--- config.mk ---
export PLATFORM = sky130hd
export DESIGN_NAME = chan_cfg_parser
export DESIGN_NICKNAME = d
export VERILOG_FILES = /design/src/rtl/chcfg_pkg.sv /design/src/rtl/chcfg_fsm.sv /design/src/rtl/chcfg_regs.sv /design/src/rtl/chcfg_subst.sv /design/src/rtl/chan_cfg_parser.sv
export SDC_FILE = /design/constraint.sdc
export NUM_CORES = 1
export LEC_CHECK = 0
export ABC_AREA = 1
export BUFFER_PORTS_ARGS = -buffer_cell sky130_fd_sc_hd__buf_2
export CAP_MARGIN = 20
export CORE_AREA = 5 5 97 99
export CTS_CLUSTER_DIAMETER = 120
export CTS_CLUSTER_SIZE = 24
export DETAILED_ROUTE_END_ITERATION = 6
export DIE_AREA = 0 0 102 104
export MAX_ROUTING_LAYER = met4
export PLACE_DENSITY = 0.75
export SLEW_MARGIN = 15
export SYNTH_ARGS = -nofsm -noshare
export SYNTH_HDL_FRONTEND = slang
export SYNTH_SLANG_ARGS = --single-unit
--- constraint.sdc ---
create_clock -name clk -period 1.3 [get_ports clk]
set_input_delay 0.26 -clock clk [delete_from_list [all_inputs] [get_ports clk]]
set_output_delay 0.26 -clock clk [all_outputs]
set_load 0.1 [all_outputs]
--- src/rtl/chcfg_pkg.sv ---
// Shared types and constants for the per-channel control parser.
package chcfg_pkg;

    // Parser states: header, start index, high byte, low byte, discard.
    typedef enum logic [2:0] {
        PS_HDR,
        PS_START,
        PS_HI,
        PS_LO,
        PS_DROP
    } pstate_e;

    // Stored control bits of one half channel.
    typedef struct packed {
        logic rst;
        logic byp;
        logic law;
        logic idle;
    } chcfg_t;

    localparam logic [5:0] HDR_TAG    = 6'b001100;
    localparam logic [7:0] ENC_HOLD   = 8'hFF;
    localparam logic [7:0] DEC_HOLD_U = 8'hFF;
    localparam logic [7:0] DEC_HOLD_A = 8'hD5;

    localparam chcfg_t CFG_DEFAULT = '{rst: 1'b1, byp: 1'b0, law: 1'b0, idle: 1'b0};

    // Pull the four control fields out of a low byte; other bits are dropped.
    function automatic chcfg_t lo_fields(input logic [7:0] b);
        chcfg_t c;
        c.rst  = b[4];
        c.byp  = b[3];
        c.law  = b[2];
        c.idle = b[0];
        return c;
    endfunction

endpackage

--- src/rtl/chcfg_fsm.sv ---
// Command byte parser.
// Checks the header tag and address, loads the start index, then walks
// high/low byte pairs and emits one registered write per low byte.
// Assumes frames are separated by at least one clock with frame_en low.
module chcfg_fsm
    import chcfg_pkg::*;
#(
    parameter int NCH  = 16,
    parameter int IDXW = $clog2(NCH)
) (
    input  logic            clk,
    input  logic            rst_n,
    input  logic            frame_en,
    input  logic            byte_vld,
    input  logic [7:0]      byte_data,
    input  logic [1:0]      chip_id,
    output logic            wr_stb,
    output logic [IDXW-1:0] wr_idx,
    output chcfg_t          wr_cfg
);

    localparam logic [IDXW-1:0] LAST_IDX = IDXW'(NCH - 1);

    pstate_e         state;
    logic [IDXW-1:0] cnt;
    logic            full;
    logic            take;
    logic            hdr_ok;

    // Byte acceptance and header match.
    always_comb begin
        take   = frame_en && byte_vld;
        hdr_ok = (byte_data[7:2] == HDR_TAG) && (byte_data[1:0] == chip_id);
    end

    // State, channel counter and write register.
    always_ff @(posedge clk) begin
        if (!rst_n) begin
            state  <= PS_HDR;
            cnt    <= '0;
            full   <= 1'b0;
            wr_stb <= 1'b0;
            wr_idx <= '0;
            wr_cfg <= CFG_DEFAULT;
        end else begin
            wr_stb <= 1'b0;
            if (!frame_en) begin
                state <= PS_HDR;
            end else if (take) begin
                case (state)
                    PS_HDR: state <= hdr_ok ? PS_START : PS_DROP;
                    PS_START: begin
                        cnt   <= byte_data[IDXW-1:0];
                        full  <= (int'(byte_data) >= NCH);
                        state <= PS_HI;
                    end
                    PS_HI: state <= PS_LO;
                    PS_LO: begin
                        if (!full) begin
                            wr_stb <= 1'b1;
                            wr_idx <= cnt;
                            wr_cfg <= lo_fields(byte_data);
                            if (cnt == LAST_IDX) full <= 1'b1;
                            else                 cnt  <= cnt + 1'b1;
                        end
                        state <= PS_HI;
                    end
                    default: state <= PS_DROP;
                endcase
            end
        end
    end


    frame_restart_chk: assert property (@(posedge clk) disable iff (!rst_n)
        !frame_en |=> state == PS_HDR);


    drop_silent_chk: assert property (@(posedge clk) disable iff (!rst_n)
        state == PS_DROP |=> !wr_stb);


    stb_source_chk: assert property (@(posedge clk) disable iff (!rst_n)
        wr_stb |-> $past(frame_en && byte_vld && state == PS_LO));


    stb_single_chk: assert property (@(posedge clk) disable iff (!rst_n)
        wr_stb |=> !wr_stb);

endmodule

--- src/rtl/chcfg_regs.sv ---
// Per-channel control register bank.
// One four-bit register per half channel, written from the parser's
// strobe one clock after it, and reset to the power-on defaults.
module chcfg_regs
    import chcfg_pkg::*;
#(
    parameter int NCH  = 16,
    parameter int IDXW = $clog2(NCH)
) (
    input  logic            clk,
    input  logic            rst_n,
    input  logic            wr_stb,
    input  logic [IDXW-1:0] wr_idx,
    input  chcfg_t          wr_cfg,
    output logic [NCH-1:0]  cfg_rst,
    output logic [NCH-1:0]  cfg_byp,
    output logic [NCH-1:0]  cfg_law,
    output logic [NCH-1:0]  cfg_idle
);

    chcfg_t [NCH-1:0] cfg_q;

    for (genvar g = 0; g < NCH; g++) begin : g_ch
        // Load channel g on a strobe addressed to it.
        always_ff @(posedge clk) begin
            if (!rst_n)                                  cfg_q[g] <= CFG_DEFAULT;
            else if (wr_stb && wr_idx == IDXW'(g))       cfg_q[g] <= wr_cfg;
        end

        // Fan the fields out to the per-bit vectors.
        always_comb begin
            cfg_rst[g]  = cfg_q[g].rst;
            cfg_byp[g]  = cfg_q[g].byp;
            cfg_law[g]  = cfg_q[g].law;
            cfg_idle[g] = cfg_q[g].idle;
        end
    end


    write_lands_chk: assert property (@(posedge clk) disable iff (!rst_n)
        wr_stb |=> cfg_q[$past(wr_idx)] == $past(wr_cfg));


    hold_chk: assert property (@(posedge clk) disable iff (!rst_n)
        !wr_stb |=> $stable(cfg_q));

endmodule

--- src/rtl/chcfg_subst.sv ---
// Output substitution for the active time slot.
// Replaces codec bytes with fixed codes while the slot's channel is in
// reset and drops the output enable while it is idle. Purely combinational;
// assumes slot_idx is stable for the slot.
module chcfg_subst
    import chcfg_pkg::*;
#(
    parameter int NCH  = 16,
    parameter int IDXW = $clog2(NCH)
) (
    input  logic [IDXW-1:0] slot_idx,
    input  logic [NCH-1:0]  cfg_rst,
    input  logic [NCH-1:0]  cfg_law,
    input  logic [NCH-1:0]  cfg_idle,
    input  logic [7:0]      enc_in,
    input  logic [7:0]      dec_in,
    output logic [7:0]      enc_out,
    output logic [7:0]      dec_out,
    output logic            out_en
);

    logic in_rng;
    logic s_rst;
    logic s_law;
    logic s_idle;

    // Select the active slot's control bits.
    always_comb begin
        in_rng = int'(slot_idx) < NCH;
        s_rst  = in_rng && cfg_rst[slot_idx];
        s_law  = in_rng && cfg_law[slot_idx];
        s_idle = in_rng && cfg_idle[slot_idx];
    end

    // Substitute the bytes and form the enable.
    always_comb begin
        enc_out = s_rst ? ENC_HOLD : enc_in;
        dec_out = s_rst ? (s_law ? DEC_HOLD_A : DEC_HOLD_U) : dec_in;
        out_en  = !s_idle;
    end

endmodule

--- src/rtl/chan_cfg_parser.sv ---
// Per-channel control command parser, top level.
// Joins the byte parser, the register bank and the slot substitution.
// Assumes one command frame per frame_en window and a slot index from
// the surrounding time-slot logic.
module chan_cfg_parser
    import chcfg_pkg::*;
#(
    parameter int NCH  = 16,
    parameter int IDXW = $clog2(NCH)
) (
    input  logic            clk,
    input  logic            rst_n,
    input  logic            frame_en,
    input  logic            byte_vld,
    input  logic [7:0]      byte_data,
    input  logic [1:0]      chip_id,
    input  logic [IDXW-1:0] slot_idx,
    input  logic [7:0]      enc_in,
    input  logic [7:0]      dec_in,
    output logic [NCH-1:0]  cfg_rst,
    output logic [NCH-1:0]  cfg_byp,
    output logic [NCH-1:0]  cfg_law,
    output logic [NCH-1:0]  cfg_idle,
    output logic            wr_stb,
    output logic [IDXW-1:0] wr_idx,
    output logic [7:0]      enc_out,
    output logic [7:0]      dec_out,
    output logic            out_en
);

    chcfg_t wr_cfg;

    chcfg_fsm #(.NCH(NCH), .IDXW(IDXW)) i_fsm (
        .clk       (clk),
        .rst_n     (rst_n),
        .frame_en  (frame_en),
        .byte_vld  (byte_vld),
        .byte_data (byte_data),
        .chip_id   (chip_id),
        .wr_stb    (wr_stb),
        .wr_idx    (wr_idx),
        .wr_cfg    (wr_cfg)
    );

    chcfg_regs #(.NCH(NCH), .IDXW(IDXW)) i_regs (
        .clk      (clk),
        .rst_n    (rst_n),
        .wr_stb   (wr_stb),
        .wr_idx   (wr_idx),
        .wr_cfg   (wr_cfg),
        .cfg_rst  (cfg_rst),
        .cfg_byp  (cfg_byp),
        .cfg_law  (cfg_law),
        .cfg_idle (cfg_idle)
    );

    chcfg_subst #(.NCH(NCH), .IDXW(IDXW)) i_subst (
        .slot_idx (slot_idx),
        .cfg_rst  (cfg_rst),
        .cfg_law  (cfg_law),
        .cfg_idle (cfg_idle),
        .enc_in   (enc_in),
        .dec_in   (dec_in),
        .enc_out  (enc_out),
        .dec_out  (dec_out),
        .out_en   (out_en)
    );


    enc_force_chk: assert property (@(posedge clk) disable iff (!rst_n)
        cfg_rst[slot_idx] |-> enc_out == ENC_HOLD);


    dec_alaw_chk: assert property (@(posedge clk) disable iff (!rst_n)
        (cfg_rst[slot_idx] && cfg_law[slot_idx]) |-> dec_out == DEC_HOLD_A);


    idle_release_chk: assert property (@(posedge clk) disable iff (!rst_n)
        cfg_idle[slot_idx] |-> !out_en);

endmodule

Word-level counts from Yosys, hierarchy flattened
Cells that the tools add are included.
- $mul: 0
- divide/modulo/power cells: 0
- shift-type cells: 0
- bitwise logic cells: 1
- multiplexer cells: 18
- reductions and logical operators: 28
- eq/ne operators: 23
- magnitude comparators: 2
- $add $sub $neg: 1
- operators by type and width (kind ; number):
    $eq 4x4->1 const B ; 9
    $logic_and 1x1->1 ; 18
    $eq 4x3->1 const B ; 4
    $mux 8 ; 2
    $bmux 1 s4 ; 3
    $pmux 3 s3 ; 1
    $eq 4x2->1 const B ; 2
    $ge 8x5->1 const B ; 1
    $mux 4 ; 2
    $pmux 4 s2 ; 1
    $reduce_and 4->1 ; 2
    $eq 3x2->1 const B ; 2
    $eq 6x4->1 const B ; 1
    $mux 1 ; 6
    $mux 6 ; 1
    $lt 4x5->1 const B ; 1
    $reduce_and 5->1 ; 1
    $add 4x1->4 const B ; 1
    $eq 4x1->1 const B ; 1
    $logic_not 4->1 ; 1
    $ne 2x2->1 const B ; 2
    $eq 3x1->1 const B ; 1
    $logic_not 3->1 ; 1
    $mux 3 ; 1
    8 further kinds ; 8
- ROM bits: 0
- bits in writable memories: 0
- register bits after elaboration: 81
- latch bits: 0
- memories kept: 0
- output and inout bits: 86

Logic depth before layout (Yosys ltp)
Gate-level depths: netlist (run 1).
- depth after elaboration: 4
- mapped depth: 11
- mapped depth without buffers: 9

Hierarchy
From an unflattened synthesis (run 1), not the netlist that was laid out.
- cell total of the unflattened synthesis: 633
- area, all modules: 4180.3 sq um
- by module, submodules not included (module ; instances ; area each (sq um) ; cells an instance ; sequential area each (sq um)):
    chcfg_regs ; 1 ; 2578.7 ; 360 ; 1281.2
    chcfg_fsm ; 1 ; 817.0 ; 117 ; 340.3
    chcfg_subst ; 1 ; 784.5 ; 156 ; 0.0

Worst setup path before layout (run 1)
OpenSTA, ideal clock, no wires.
- path type: register to output
- start: register i_regs.cfg_q (netlist bit i_regs.cfg_rst[2])
- end: output port dec_out[1]
- buffers on the path: 1
- data required time: 1040 ps
- arrival time: 2364 ps
- stages on the path, launching flop included: 10
- slack: -1324 ps
- path through: dfxtp_1 inv_1 o21ai_0 nand2_1 nand3_1 nand3_2 nand2_2 buf_6 nand2_1 nand2_1
- word-level cells in the longest chain between the ends: 3
- RTL lines (what ; line ; source):
    from (decl) ; chcfg_regs.sv:21 ; chcfg_t [NCH-1:0] cfg_q;
    from (signal, indexed assignment) ; chcfg_regs.sv:27 ; else if (wr_stb && wr_idx == IDXW'(g)) cfg_q[g] <= wr_cfg;
    $bmux 1 s4 ; chcfg_subst.sv:30 ; s_rst = in_rng && cfg_rst[slot_idx];
    $mux 1 (not written as such) ; chcfg_subst.sv:30 ;
    $mux 8 ; chcfg_subst.sv:38 ; dec_out = s_rst ? (s_law ? DEC_HOLD_A : DEC_HOLD_U) : dec_in;
    to (decl) ; chan_cfg_parser.sv:27 ; output logic [7:0] dec_out,
No other way between the ends. The select of a mux whose other input is x is not followed.

Final worst setup path (run 1)
- start: register i_regs.cfg_q (netlist bit i_regs.cfg_law[10])
- end: output port dec_out[5]
- word-level cells in the longest chain between the ends: 4
- RTL lines (what ; line ; source):
    $bmux 1 s4 ; chcfg_subst.sv:31 ; s_law = in_rng && cfg_law[slot_idx];
    $mux 1 (not written as such) ; chcfg_subst.sv:31 ;
    $mux 6 ; chcfg_subst.sv:38 ;
    $mux 8 ; chcfg_subst.sv:38 ;
No other way between the ends. The select of a mux whose other input is x is not followed.

==> results of run 1 <==
-- worst reg2reg max path, stage by stage (launching register included) --
cell and delay [ns]:
dfxtp_4 0.36, buf_4 0.13, nand3_4 0.16, nor2_2 0.16
inv_1 0.12, nor2_1 0.28, nor2_1 0.10
-- cells in the mapped netlist, drive strengths merged --
master / instances
inv: 70
xnor2: 2
nor3: 5
nand3: 51
o211ai: 8
or2: 15
o21bai: 1
clkbuf: 12
nand2: 100
ha: 1
dfxtp: 81
o21ai: 71
buf: 9
a221o: 1
clkinv: 1
nor2: 89
a21oi: 33
nand4: 1
-- state kept, by name, summed over array words and instances (netlist names) --
| signal | cells |
|---|---|
| i_regs.cfg_idle | 16 |
| i_fsm.state | 3 |
| i_fsm.cnt | 4 |
| i_regs.cfg_rst | 16 |
| i_fsm.wr_idx | 4 |
| i_regs.cfg_law | 16 |
| i_regs.cfg_byp | 16 |
| i_fsm.full | 1 |
| i_fsm.wr_cfg | 4 |
| i_fsm.wr_stb | 1 |
-- what timing repair did --
| action | in CTS | in global routing |
|---|---|---|
| setup buffers | 1 | 13 |
| gates cloned | 1 | 0 |
| pin swaps | 17 | 22 |
| resized for setup | 24 | 102 |
| endpoints found under the setup margin | 28 | 69 |
-- worst max path at each step --
stage                 endpoint  depth (start not counted)               start
floorplan           dec_out[0]                          8  i_regs.cfg_rst[10]
global placement    dec_out[0]                         11         slot_idx[0]
detailed placement  dec_out[1]                         12         slot_idx[0]
CTS                 dec_out[5]                         10   i_regs.cfg_rst[2]
global route        dec_out[5]                         10  i_regs.cfg_law[10]
finish              dec_out[5]                         10  i_regs.cfg_law[10]
-- per-stage QoR --
step | cell area, µm² | hold WS (ns) | power, mW
after CTS | 7120 | 0.162 | 5.52
after global placement | 6800 | 0.458 | 3.43
after global routing | 7480 | 0.172 | 5.75
after detailed placement | 6800 | 0.470 | 3.47
final | 7480 | 0.160 | 5.67
after floorplan | 4170 | 0.386 | 3.09
-- kinds of logic after synthesis --
family | after synthesis | synth area share (%)
compound gates | 114 | 16.1
xor+xnor | 2 | 0.463
fa+ha+maj | 1 | 0.331
buf+inv | 92 | 10.3
flops | 81 | 42.9
simple gates | 261 | 29.9
-- power groups by stage --
stage | clock network (mW) | registers (mW) | logic [mW]
2_1_floorplan | 0 | 2.46 | 0.634
3_3_place_gp | 0 | 2.46 | 0.974
3_5_place_dp | 0 | 2.46 | 1.01
4_1_cts | 2.07 | 2.40 | 1.05
5_1_grt | 2.20 | 2.40 | 1.15
6_report | 2.16 | 2.40 | 1.12
-- cell type report --
| class | instances | area (µm²) | share of cell area, % |
|---|---|---|---|
| clock inverters | 6 | 92.6 | 1.24 |
| clock buffers | 10 | 128 | 1.71 |
| multi-input cells | 378 | 2240 | 29.9 |
| flip-flops and latches | 81 | 1800 | 24.0 |
| well taps | 108 | 135 | 1.81 |
| diodes | 1 | 2.50 | 0.0334 |
| repair buffers | 225 | 2810 | 37.5 |
| inverters | 71 | 287 | 3.83 |
-- layer usage --
layer  wire (µm)  GRT usage (%)  share of wire, %  vias to the layer above
li1            -              -                 -                     2208
met1        6040           30.4                31                     2405
met2        9250           51.9                48                      527
met3        2410           6.98                13                      195
met4        1550           16.9               8.1                        0
met5           0              -                 0                        -
==> key figures, run 1 <==
STA
  • Count of final setup violators: 34
  • Tcrit/Tclk final: 162%
  • Pins Over Slew Limit: 0
  • PnR worst setup slack: -0.806 ns
  • Worst Skew: 0.0169 ns
  • Min Tclk post-route: 2.11 ns
  • Fin Setup TNS: -13.24 ns
  • RSZ-0062 raised after global routing: yes
  • Fin. Hold Viols: 0
  • Slew HR: 64.2%
  • Achievable Freq: 0.475 GHz
  • Slew @ Worst Pin: 0.534 ns

Synthesis
  • Sequential fraction of the synthesis area: 42.9%
  • Number of synthesized register bits: 81
  • Post-Synthesis Cells: 551
  • Share of the synthesized area in the top cell type: 42.9%
  • Area contributors post-synth: dfxtp_1, nand2_1, o21ai_0, nor2_1, inv_1
  • Yosys top cell by area: dfxtp_1
  • Synth cell types: 29
  • Synthesized area per cell: 6.86 µm²
  • Mapped cell area: 3780 µm²
  • Syn. warnings: 0
  • Mapped Nets: 586

Hold path
  • HP Class: primary input to flop
  • Hold Startpoint: byte_data[4]
  • Hold depth: 3
  • Worst Hold Path EP: i_fsm.wr_cfg[3]

Drt
  • Vias per cell: 6.06
  • Iter 0 DRT Violations: 811
  • Post-Route WL: 19200 µm
  • Drt first pass iters: 7
  • DR WL/cell: 21.9 µm
  • DRT antenna net count: 0
  • Vias after detailed routing: 5335
  • Drt drc: 38

Placed design
  • Dpl ws: -0.599 ns
  • Dpl cells: 849
  • PortBufs: 119
  • Hpwl dp: 10900 µm
  • Gpl congestion: 0.968

Clock tree
  • CTS tree: done
  • Hold_buf cts: 0
  • Clk buf depth: 2
  • Register clock-pin slew on the reported worst setup and hold paths: 0.10 ns
  • Root Buffer: clkbuf_8
  • CTS H-tree lvls: 3
  • CTS Sinks: 81
  • Num CTS Buffers: 9
  • Worst skew pair latency: 0.37 ns

Die
  • Num rows: 34
  • Io pins: 120
  • Starting Density: 44.7%
  • Core area: 8470 µm²
  • Die height: 104 µm
  • Die footprint: 10600 µm²
  • Die Wd: 102 µm

Layout
  • Synth-to-Final Area Change: 97.9%
  • Cell Count, Final, Fillers Out: 880
  • Final nets: 801
  • Filler cells: 345
  • Final core occ: 88.4%
  • Commonest non-fill, non-tap cells in the layout: buf_12, buf_4, nor2_1
  • Commonest non-fill, non-tap cell in the layout: buf_12
  • Share of cells above drive strength 1: 56.2%

GRT
  • GRT overflow: 0
  • Vias in the first global route: 4949
  • Total GRT Usage: 30.0%
  • Initial antenna violation count: 0
  • Largest net degree at the start of global routing: 68
  • Global-route wire length before repair: 24400 µm

Critical path
  • Buf+Inv Stages, Crit Path: 2
  • Slowest-stage cell, CP: dfxtp_2
  • Crit path max fanout: 3
  • Most used cell, CP: nand2_1
  • Largest delay share family, worst path: simple AND/OR/NAND/NOR gates
  • Worst reg2reg path depth: 6
  • Critical Path Sink Type: output pin
  • FF-to-FF setup slack: -0.12 ns
  • Largest stage delay on the critical path: 0.34 ns
  • Worst Setup Start Kind: flop
  • Setup CP Type: flop to output pin
  • Critical-path cell list: inv_1 > nand2_1 > nand3_1 > nand3_1 > nand2_1 > nand2_1 > nand2_4 > nand2_8 > nand2_8 > buf_12
  • R2r startpoint: i_fsm.wr_stb
  • Critical path required time: 1.04 ns
  • Worst r2r dst: i_regs.cfg_byp[15]
  • Worst path arrival time: 1.85 ns

Status
  • Status: finished with violations
  • Failing checks: design-rule violations, negative setup slack

Power and ir drop
  • Reported net switching power: 1.77 mW
  • Register share of total power: 42.2%
  • Cell-internal power: 3.91 mW
  • Sw frac: 31.1%
  • PD cells: 758 nW/µm²
  • Peak VDD IR: 0.910 mV
  • Total leakage power: 3.35 nW
  • Clk pwr share: 38.1%
  • Combinational power share: 19.7%

Run
  • Max-cap violations: 0
No activity file was read; power rests on OpenSTA's default activity.
==> run 2: changes to the inputs <==
BUFFER_PORTS_ARGS = not set   (was -buffer_cell sky130_fd_sc_hd__buf_2)
CORE_AREA = 5 5 88 90   (was 5 5 97 99)
DIE_AREA = 0 0 93 95   (was 0 0 102 104)
DONT_BUFFER_PORTS = 1   (was not set)
PLACE_DENSITY = 0.74   (was 0.75)
==> key figures, run 2 (same netlist as run 1, synthesis figures left out) <==
STA
  • PnR worst setup slack: -0.643 ns
  • Min Tclk post-route: 1.94 ns
  • Pins Over Slew Limit: 0
  • Count of final setup violators: 17
  • Slew @ Worst Pin: 0.774 ns
  • RSZ-0062 raised after global routing: yes
  • Slew HR: 48.3%
  • Worst Skew: 0.00794 ns
  • Fin. Hold Viols: 0
  • WHS: 0.0169 ns
  • Achievable Freq: 0.515 GHz
  • Tcrit/Tclk final: 149%

Layout
  • Final nets: 713
  • Diode count: 0
  • Commonest non-fill, non-tap cell in the layout: buf_4
  • Filler cells: 435
  • Synth-to-Final Area Change: 52.4%
  • Share of cells above drive strength 1: 47.0%
  • Post-Layout Inst Area: 5760 µm²
  • Commonest non-fill, non-tap cells in the layout: buf_4, nand2_1, nor2_1

Die
  • Die footprint: 8840 µm²
  • Starting Density: 54.2%
  • Io pins: 120
  • Num rows: 31
  • Core area: 6980 µm²
  • Die Wd: 93 µm
  • Die height: 95 µm

Placed design
  • Dpl ws: -0.510 ns
  • Hpwl dp: 8870 µm
  • Placed Area: 5120 µm²
  • PortBufs: 0
  • Gpl congestion: 0.872

GRT
  • Global-route wire length before repair: 19300 µm
  • Initial antenna violation count: 0
  • Vias in the first global route: 4061
  • Routing usage on met3: 6.53%
  • Gr busiest metal: met2
  • Largest net degree at the start of global routing: 69
  • GRT overflow: 0
  • Grt met2 use: 49.7%
  • Total GRT Usage: 28.6%
  • Met1 Use GR: 30.6%

Critical path
  • Crit path max fanout: 7
  • Critical path required time: 1.04 ns
  • Setup CP Type: flop to output pin
  • Worst Setup Start Kind: flop
  • Worst path arrival time: 1.68 ns
  • Critical Path Sink Type: output pin

Drt
  • DRT antenna net count: 0
  • Iter 0 DRT Violations: 314
  • Vias per cell: 5.56
  • DR WL/cell: 16.7 µm
  • Post-Route WL: 12700 µm
  • Drt drc: 0
  • Vias after detailed routing: 4254
  • Drt first pass iters: 5

Clock tree
  • Worst skew pair latency: 0.35 ns
  • CTS tree: done
  • Clk buf depth: 2
  • Root Buffer: clkbuf_8
  • CTS Sinks: 81
  • CTS H-tree lvls: 3
  • Register clock-pin slew on the reported worst setup and hold paths: 0.08 ns
  • Num CTS Buffers: 9

Status
  • Status: finished with violations
  • Failing checks: negative setup slack

Power and ir drop
  • Total leakage power: 2.57 nW
  • PD cells: 830 nW/µm²
  • Peak VDD IR: 0.510 mV

Hold path
  • HP Class: primary input to flop

Run
  • Max-cap violations: 0
[run 2: worst max-delay path, stage by stage, from the launching register on]
cell and delay, ns:
dfxtp_4 0.35, inv_2 0.08, nand2_1 0.08, nand3_2 0.07
nand3_2 0.09, nand3_4 0.17, nand2_8 0.08, or2_4 0.25
buf_12 0.17
[run 2: path summary, 6_finish.rpt]
path | start | to | slack [ns] | cells past startpoint
setup reg to reg | i_fsm.wr_idx[2] | i_regs.cfg_law[7] | 0.01 | 7
hold / removal | rst_n | i_regs.cfg_rst[7] | 0.02 | 1
hold reg to reg | i_regs.cfg_law[6] | i_regs.cfg_law[6] | 0.49 | 2
setup / recovery | i_regs.cfg_rst[1] | enc_out[7] | -0.64 | 8
[run 2: report_power, final]
| part | internal, mW | leakage (nW) | total [mW] | switching, mW |
|---|---|---|---|---|
| clock | 0.748 | 0.0826 | 1.67 | 0.917 |
| combinational | 0.192 | 1.81 | 0.724 | 0.532 |
| sequential | 2.40 | 0.679 | 2.40 | 0.00185 |
| total | 3.34 | 2.57 | 4.79 | 1.45 |
[run 2: area by class of cell]
| class | count | area (µm²) | area share (%) |
|---|---|---|---|
| well taps | 82 | 103 | 1.78 |
| inverters | 71 | 284 | 4.93 |
| multi-input cells | 379 | 2200 | 38.1 |
| clock buffers | 12 | 145 | 2.52 |
| clock inverters | 4 | 28.8 | 0.499 |
| flip-flops and latches | 81 | 1790 | 31.1 |
| repair buffers | 136 | 1210 | 21.1 |
[run 2: per-stage QoR]
stage / util, % / power [mW] / instances / setup TNS [ns]
final: 82.6 / 4.79 / 765 / -9.94
after global routing: 82.6 / 4.92 / 765 / -11.10
after CTS: 79.4 / 4.76 / 758 / -9.90
after detailed placement: 73.3 / 3.11 / 734 / -7.47
after global placement: 73.3 / 3.10 / 734 / -6.51
after floorplan: - / 3.09 / 551 / -6.53
[run 2: what timing repair did]
item                       CTS  global route
pin swaps                   17            31
buffers inserted             6             7
hold endpoints to repair     2             0
resized for setup           42            64
setup endpoints to repair   33            65
hold buffers                 1             0
gates cloned                 1             0
[run 2: metal layers]
metal  part of all wire (%)  up-vias
met5                      0        -
met4                    3.4        0
met3                    9.4       34
met2                     52      224
met1                     35     1967
li1                       -     2029
==> run 3: changes to the inputs <==
MAX_ROUTING_LAYER = not set   (was met4)
==> key figures, run 3 (same netlist as run 1, synthesis figures left out) <==
Status
  • Status: finished with violations
  • Failing checks: negative setup slack

Clock tree
  • CTS Sinks: 81
  • Register clock-pin slew on the reported worst setup and hold paths: 0.08 ns
  • Worst skew pair latency: 0.36 ns
  • Root Buffer: clkbuf_8
  • Num CTS Buffers: 9
  • CTS tree: done
  • Clk buf depth: 2
  • CTS H-tree lvls: 3

Drt
  • DR WL/cell: 17.1 µm
  • Post-Route WL: 13100 µm
  • Drt drc: 0
  • Drt first pass iters: 6
  • Iter 0 DRT Violations: 297
  • DRT antenna net count: 0
  • Vias after detailed routing: 4345
  • Vias per cell: 5.67

STA
  • Min Tclk post-route: 1.96 ns
  • Pins Over Slew Limit: 0
  • Count of final setup violators: 17
  • Slew @ Worst Pin: 0.777 ns
  • Worst Skew: 0.00766 ns
  • RSZ-0062 raised after global routing: yes
  • Achievable Freq: 0.511 GHz
  • WHS: 0.0138 ns
  • Fin. Hold Viols: 0
  • Slew HR: 48.1%
  • PnR worst setup slack: -0.658 ns
  • Tcrit/Tclk final: 151%

Die
  • Io pins: 120
  • Die height: 95 µm
  • Core area: 6980 µm²
  • Num rows: 31
  • Die Wd: 93 µm
  • Starting Density: 54.2%
  • Die footprint: 8840 µm²

Layout
  • Diode count: 0
  • Synth-to-Final Area Change: 52.9%
  • Commonest non-fill, non-tap cells in the layout: buf_4, nand2_1, nor2_1
  • Final nets: 714
  • Commonest non-fill, non-tap cell in the layout: buf_4
  • Share of cells above drive strength 1: 46.9%

Run
  • Max-cap violations: 0

GRT
  • Total GRT Usage: 27.9%
  • Gr busiest metal: met2
  • Vias in the first global route: 4054
  • Initial antenna violation count: 0
  • GRT overflow: 0
  • Met1 Use GR: 30.6%
  • Global-route wire length before repair: 19400 µm
  • Largest net degree at the start of global routing: 69
  • Grt met2 use: 49.8%
  • Routing usage on met3: 8.13%

Placed design
  • PortBufs: 0
  • Hpwl dp: 8870 µm
  • Gpl congestion: 0.859

Critical path
  • Worst path arrival time: 1.70 ns
  • Critical Path Sink Type: output pin
  • Critical path required time: 1.04 ns
  • Setup CP Type: flop to output pin
  • Worst Setup Start Kind: flop
  • Crit path max fanout: 7

Power and ir drop
  • Register share of total power: 50.0%
  • Total leakage power: 2.58 nW
  • Peak VDD IR: 0.607 mV
  • Combinational power share: 15.2%
  • Cell-internal power: 3.33 mW
  • PD cells: 830 nW/µm²
  • Reported net switching power: 1.46 mW
  • Clk pwr share: 34.9%
  • Sw frac: 30.5%
  • Power, Total: 4.80 mW

Hold path
  • HP Class: primary input to flop
-- run 3: cell types whose count changed in the layout (fill, tap and decap cells not counted) --
cell     change
inv_4        -1
nand2_2      -1
nand2_1      +1
buf_8        +2
buf_4        -1
inv_2        +1
-- run 3: worst max-delay path: stages, from the launching register on --
cell,delay (ns)
dfxtp_4,0.35
inv_2,0.06
nand2_1,0.08
nand3_2,0.09
nand3_2,0.10
nand3_4,0.15
nand2_8,0.08
or2_4,0.25
buf_12,0.17
-- run 3: final timing paths --
check / from / end / cells past startpoint / slack (ns)
min: rst_n / i_fsm.wr_cfg[3] / 1 / 0.01
max: i_regs.cfg_rst[8] / enc_out[7] / 8 / -0.66
min reg2reg: i_regs.cfg_law[6] / i_regs.cfg_law[6] / 2 / 0.48
max reg2reg: i_fsm.wr_idx[2] / i_regs.cfg_law[7] / 7 / 0.04
-- run 3: layout make-up --
cell class	instances	area [µm²]
fill	431	1200
inverter	71	282
clock inverter	4	28.8
timing repair buffer	137	1240
multi-input combinational	379	2190
tap	82	103
clock buffer	12	145
sequential	81	1790
-- run 3: metal layers --
layer	routed length, µm	up-vias
met5	0	-
met4	507	0
met3	1280	49
met2	6710	261
met1	4570	2000
li1	-	2035
-- run 3: timing repair --
item,in CTS,in global routing
hold endpoints to repair,2,0
pin swaps,17,29
gates resized for setup,42,66
endpoints found under the setup margin,33,68
hold buffers,1,0
cloned,1,0
setup buffers,6,8
-- run 3: power groups by stage --
stage	Combinational (mW)	Clock, mW	Sequential (mW)
2_1_floorplan	0.634	0	2.46
3_3_place_gp	0.642	0	2.46
3_5_place_dp	0.653	0	2.46
4_1_cts	0.698	1.66	2.40
5_1_grt	0.760	1.78	2.40
6_report	0.727	1.67	2.40
-- run 3: metrics by stage --
| step | setup slack (ns) | cells | utilization, % | setup TNS [ns] | area [µm²] |
|---|---|---|---|---|---|
| floorplan | -0.440 | 551 | - | -6.53 | 4170 |
| global placement | -0.449 | 734 | 73.3 | -6.51 | 5120 |
| detailed placement | -0.510 | 734 | 73.3 | -7.47 | 5120 |
| CTS | -0.628 | 758 | 79.4 | -9.90 | 5540 |
| global route | -0.719 | 766 | 82.8 | -11.80 | 5780 |
| finish | -0.658 | 766 | 82.8 | -10.24 | 5780 |
